--- src/rtl/bhs_pkg.sv ---
package bhs_pkg;
  typedef enum logic [1:0] {
    EV_BRANCH = 2'd0,
    EV_IRQ    = 2'd1,
    EV_EXC    = 2'd2,
    EV_DBG    = 2'd3
  } ev_kind_e;

  // Kinds that may be captured into the stack
  function automatic logic kind_recordable(input logic [1:0] kind);
    return kind != EV_DBG;
  endfunction

  function automatic logic kind_is_debug(input logic [1:0] kind);
    return kind == EV_DBG;
  endfunction
endpackage

--- src/rtl/bhs_ctrl.sv ---
module bhs_ctrl (
  input  logic clk,
  input  logic rst_n,
  input  logic cfg_wr,
  input  logic cfg_rec,
  input  logic cfg_trace,
  input  logic dbg_hit,
  output logic rec_en,
  output logic trace_en
);
  always_ff @(posedge clk) begin
    if (!rst_n) begin
      rec_en   <= 1'b0;
      trace_en <= 1'b0;
    end else begin
      if (cfg_wr) begin
        rec_en   <= cfg_rec;
        trace_en <= cfg_trace;
      end
      // hardware clear wins over a same-cycle software write
      if (dbg_hit) rec_en <= 1'b0;
    end
  end
endmodule

--- src/rtl/bhs_ptr.sv ---
module bhs_ptr #(
  parameter int PTR_W = 2
) (
  input  logic             clk,
  input  logic             rst_n,
  input  logic             adv,
  output logic [PTR_W-1:0] tos,
  output logic [PTR_W-1:0] wr_slot
);
  function automatic logic [PTR_W-1:0] ptr_next(input logic [PTR_W-1:0] p);
    return p + PTR_W'(1);
  endfunction

  assign wr_slot = ptr_next(tos);

  always_ff @(posedge clk) begin
    if (!rst_n)   tos <= '0;
    else if (adv) tos <= wr_slot;
  end
endmodule

--- src/rtl/bhs_store.sv ---
module bhs_store #(
  parameter int DEPTH  = 4,
  parameter int ADDR_W = 32,
  localparam int PTR_W = $clog2(DEPTH)
) (
  input  logic              clk,
  input  logic              rst_n,
  input  logic              wr_en,
  input  logic [PTR_W-1:0]  wr_slot,
  input  logic [ADDR_W-1:0] wr_src,
  input  logic [ADDR_W-1:0] wr_dst,
  input  logic [PTR_W-1:0]  rd_idx,
  output logic [ADDR_W-1:0] rd_src,
  output logic [ADDR_W-1:0] rd_dst
);
  logic [DEPTH-1:0][ADDR_W-1:0] src_q;
  logic [DEPTH-1:0][ADDR_W-1:0] dst_q;

  for (genvar g = 0; g < DEPTH; g++) begin : g_slot
    logic hit;
    assign hit = wr_en && (wr_slot == PTR_W'(g));
    always_ff @(posedge clk) begin
      if (!rst_n) begin
        src_q[g] <= '0;
        dst_q[g] <= '0;
      end else if (hit) begin
        src_q[g] <= wr_src;
        dst_q[g] <= wr_dst;
      end
    end
  end

  assign rd_src = src_q[rd_idx];
  assign rd_dst = dst_q[rd_idx];
endmodule

--- src/rtl/branch_history_stack.sv ---
module branch_history_stack #(
  parameter int ADDR_W = 32,
  parameter int DEPTH  = 4,
  localparam int PTR_W = $clog2(DEPTH)
) (
  input  logic              clk,
  input  logic              rst_n,
  input  logic              ev_valid,
  input  logic [1:0]        ev_kind,
  input  logic [ADDR_W-1:0] ev_src,
  input  logic [ADDR_W-1:0] ev_dst,
  input  logic              cfg_wr,
  input  logic              cfg_rec,
  input  logic              cfg_trace,
  input  logic [PTR_W-1:0]  rd_idx,
  output logic [ADDR_W-1:0] rd_src,
  output logic [ADDR_W-1:0] rd_dst,
  output logic              rec_en_o,
  output logic              trace_en_o,
  output logic [PTR_W-1:0]  tos_o,
  output logic              trace_vld,
  output logic [ADDR_W-1:0] trace_src,
  output logic [ADDR_W-1:0] trace_dst
);
  import bhs_pkg::*;

  // Named internal events for the checker
  logic dbg_hit;
  logic capture;
  logic [PTR_W-1:0] wr_slot;

  assign dbg_hit = ev_valid && kind_is_debug(ev_kind);
  assign capture = ev_valid && kind_recordable(ev_kind) && (rec_en_o || trace_en_o);

  bhs_ctrl u_ctrl (
    .clk      (clk),
    .rst_n    (rst_n),
    .cfg_wr   (cfg_wr),
    .cfg_rec  (cfg_rec),
    .cfg_trace(cfg_trace),
    .dbg_hit  (dbg_hit),
    .rec_en   (rec_en_o),
    .trace_en (trace_en_o)
  );

  bhs_ptr #(.PTR_W(PTR_W)) u_ptr (
    .clk    (clk),
    .rst_n  (rst_n),
    .adv    (capture),
    .tos    (tos_o),
    .wr_slot(wr_slot)
  );

  bhs_store #(.DEPTH(DEPTH), .ADDR_W(ADDR_W)) u_store (
    .clk    (clk),
    .rst_n  (rst_n),
    .wr_en  (capture),
    .wr_slot(wr_slot),
    .wr_src (ev_src),
    .wr_dst (ev_dst),
    .rd_idx (rd_idx),
    .rd_src (rd_src),
    .rd_dst (rd_dst)
  );

  always_ff @(posedge clk) begin
    if (!rst_n) begin
      trace_vld <= 1'b0;
      trace_src <= '0;
      trace_dst <= '0;
    end else begin
      trace_vld <= capture && trace_en_o;
      if (capture && trace_en_o) begin
        trace_src <= ev_src;
        trace_dst <= ev_dst;
      end
    end
  end
endmodule

--- config.mk ---
export PLATFORM = sky130hd
export DESIGN_NAME = branch_history_stack
export DESIGN_NICKNAME = d
export VERILOG_FILES = /design/src/rtl/bhs_pkg.sv /design/src/rtl/bhs_ctrl.sv /design/src/rtl/bhs_ptr.sv /design/src/rtl/bhs_store.sv /design/src/rtl/branch_history_stack.sv
export SDC_FILE = /design/constraint.sdc
export NUM_CORES = 1
export LEC_CHECK = 0
export BUFFER_PORTS_ARGS = -buffer_cell sky130_fd_sc_hd__buf_2
export CORE_UTILIZATION = 58
export CTS_CLUSTER_DIAMETER = 100
export CTS_CLUSTER_SIZE = 30
export DETAILED_ROUTE_END_ITERATION = 16
export PLACE_DENSITY = 0.81
export SYNTH_ARGS = -nofsm -noshare
export SYNTH_HDL_FRONTEND = slang
export SYNTH_SLANG_ARGS = --single-unit
--- constraint.sdc ---
create_clock -name clk -period 3 [get_ports clk]
set_input_delay 0.45 -clock clk [delete_from_list [all_inputs] [get_ports clk]]
set_output_delay 0.45 -clock clk [all_outputs]
set_load 0.05 [all_outputs]
==> summary.md <==
| Metric | Value |
|---|---|
| P per Cell Area | `487 nW/µm²` |
| Hold Vio Cnt, Final | `0` |
| Worst-Margin Slew | `0.890 ns` |
| Routed Antenna Nets | `0` |
| Worst IR Drop VDD | `about 420 µV` |
| # Max-Cap Violations | `0` |
| First-pass GRT wire length | `around 46,000 µm` |
| Critical Path AT | `~1.9 ns` |
| Hold Buf Count CTS | `0` |
| Resized Gates After CTS | `0` |
| Commonest non-fill, non-tap cell in the layout | `nand2_1` |
| Min Hold Slack | `~0.19 ns` |
| RSZ-0062 raised after global routing | `false` |
| TritonCTS Sinks | `about 330` |
| Min-delay worst type | `primary input to register` |
| Post-DP HPWL | `about 18,000 µm` |
| Crit Reg-Reg Startpoint | `u_ctrl.trace_en` |
| Total routed wirelength | `about 29,000 µm` |
| Setup TNS | `0 ns` |
| Worst R2R Setup Slack | `around 1.1 ns` |
| Setup repair bufs after CTS | `0` |
| Top-area cell type share of the netlist area | `0.478` |
| Initial antenna violation count | `0` |
| Clock slew at reported path FFs | `0.11 ns` |
| Worst-path maximum fanout | `18` |
| Area Growth Syn to Fin | `9.89%` |
| Mapped Nets | `approximately 1.3k` |
| CP Capture Type | `primary output` |
| Status | `complete, no violations` |
| # setup viols final | `0` |
| Crit Path Category | `primary input to primary output` |
| DR DRC count | `0` |
| Fmax | `between 0.4 and 0.5 GHz` |
| Die height | `between 150 and 200 µm` |
| Synth Register Bits | `between 300 and 400` |
| Reg2Reg Depth | `4` |
| Critical path, cell by cell | `buf_4 > buf_12 > mux4_2 > buf_2` |
| Routed vias/inst | `between 5 and 6` |
| End of the critical path | `rd_src[0]` |
| Die Wd | `about 160 µm` |
| Post-synth cell types | `18` |
| Nets@finish | `approximately 1.4k` |
| Relative slew slack | `0.404` |
| Area contributors post-synth | `dfxtp_1 48%, mux2i_1 24%, nand2_1 11%, mux4_2 11%, buf_12 3.5%` |
| CTS tree | `done` |
| Post-synthesis instance total | `1,212` |
| Ratio of final minimum period to clock period | `0.778` |
| Clock period minus worst slack | `2.33 ns` |
| Share of cells above drive strength 1 | `0.228` |
| Global route total overflow | `0` |
| Cell area after synthesis | `around 14,000 µm²` |
| CTS root buffer | `clkbuf_16` |
| P_leak | `~6.0 nW` |
| Port Buffers | `a little over 200` |
| Synthesis Warnings | `0` |
| Final Slew Violations | `0` |
| Core area | `about 23,000 µm²` |
| Cts bufs inserted | `14` |
| Clk buf depth | `3` |
| Clock Latency Late Sink | `0.49 ns` |
| Initial Util | `0.596` |
| Antenna cell count | `0` |
| Crit path max-delay cell type | `mux4_2` |
| Via count | `between 9k and 10k` |
| RePlAce Congestion | `~0.77` |
| Num ports | `207` |
| Largest net degree at the start of global routing | `around 80` |
| H-tree depth | `1` |
| Syn Area/Cell | `between 10 and 15 µm²` |
| Layout Skew | `~0.009 ns` |
| Critical Path RT | `approximately 2.6 ns` |
| Slowest stage delay, CP | `~0.53 ns` |
| Startpoint Class | `primary input` |
| TritonRoute pass-1 iters | `7` |
| R2r endpoint | `u_store.src_q[73]` |
| Iteration-0 DRC Markers | `roughly 500` |
| Vias in the first global route | `9,003` |
| Routed wire length per instance | `17.4 µm` |
| Most frequent cells in the layout | `389 x nand2_1, 325 x dfxtp_1, 324 x mux2i_1` |
| Register area share after synthesis | `0.478` |
| Worst setup startpoint | `rd_idx[0]` |
| Synth area leader | `dfxtp_1` |
| Die area | `about 24,000 µm²` |
| GRT Overall Usage | `0.238` |
| Standard-cell row count | `55` |
[cell usage after synthesis]
master	instances
a21bo_4	1
clkbuf_1	33
inv_1	3
mux2i_1	324
buf_1	4
nor3b_2	4
clkbuf_2	1
nand3_1	1
nand2_1	389
buf_2	23
buf_4	3
buf_6	4
a311oi_1	1
dfxtp_1	325
buf_12	24
nor2_1	4
mux4_2	64
ha_1	4
[area by class of cell]
type | instances | area (µm²)
fillers | 1784 | 7890
clock buffers | 15 | 375
repair buffers | 224 | 1340
clock inverters | 1 | 7.51
well taps | 313 | 392
flip-flops and latches | 325 | 6510
inverters | 3 | 11.3
multi-input cells | 792 | 6330
[kinds of logic after synthesis]
| group | after synthesis | synth area share |
|---|---|---|
| compound gates | 2 | 0.00184 |
| simple gates | 398 | 0.112 |
| buf+inv | 95 | 0.0601 |
| mux | 388 | 0.344 |
| flops | 325 | 0.478 |
| fa+ha+maj | 4 | 0.00368 |
[power by group]
part           internal (mW)  leakage, nW  switching (mW)
registers               4.38         2.62          0.0363
clock network          0.909        0.185            1.29
logic                  0.219         3.23           0.446
total                   5.51         6.04            1.77
[flip-flops by register name, indices dropped and copies added, names as in the netlist]
register         cells
u_ctrl.rec_en        1
u_store.dst_q      128
u_ptr.tos            2
u_store.src_q      128
u_ctrl.trace_en      1
trace_src           32
trace_dst           32
trace_vld            1
[metrics by stage]
| step | cell area (µm²) | utilization | worst slack, ns | power [mW] | std cells |
|---|---|---|---|---|---|
| after global routing | 15000 | 0.655 | 0.580 | 7.54 | 1673 |
| after CTS | 15000 | 0.655 | 0.641 | 7.35 | 1673 |
| after detailed placement | 14600 | 0.638 | 0.639 | 5.18 | 1657 |
| final | 15000 | 0.655 | 0.667 | 7.28 | 1673 |
| after global placement | 14600 | 0.638 | 0.649 | 5.17 | 1657 |
| after floorplan | 13600 | - | 0.952 | 5.00 | 1212 |
[worst max-delay path, delay by kind of cell]
kind | cells | cell delay, ns
buffers and inverters | 3 | 0.86
muxes | 1 | 0.53
[layer usage]
layer  global-route usage  vias to the layer above  wire length (µm)
met2                0.400                      241             14000
met3               0.0432                       38              1590
met5                    0                        -                 0
met4               0.0593                        0               609
met1                0.319                     4506             12800
li1                     -                     4412                 -
[worst min-delay path by stage]
stage,endpoint,from,cells after the start,slack (ns)
after global routing,u_ctrl.rec_en,ev_kind[1],2,0.19
after detailed placement,u_store.dst_q[21],u_store.dst_q[21],2,0.45
after CTS,u_ctrl.rec_en,ev_kind[1],2,0.17
after global placement,u_store.dst_q[25],u_store.dst_q[25],2,0.44
after floorplan,u_store.dst_q[64],u_store.dst_q[64],2,0.43
final,u_ctrl.rec_en,ev_kind[1],2,0.19
Note: power is estimated with default switching activity, not from simulation.
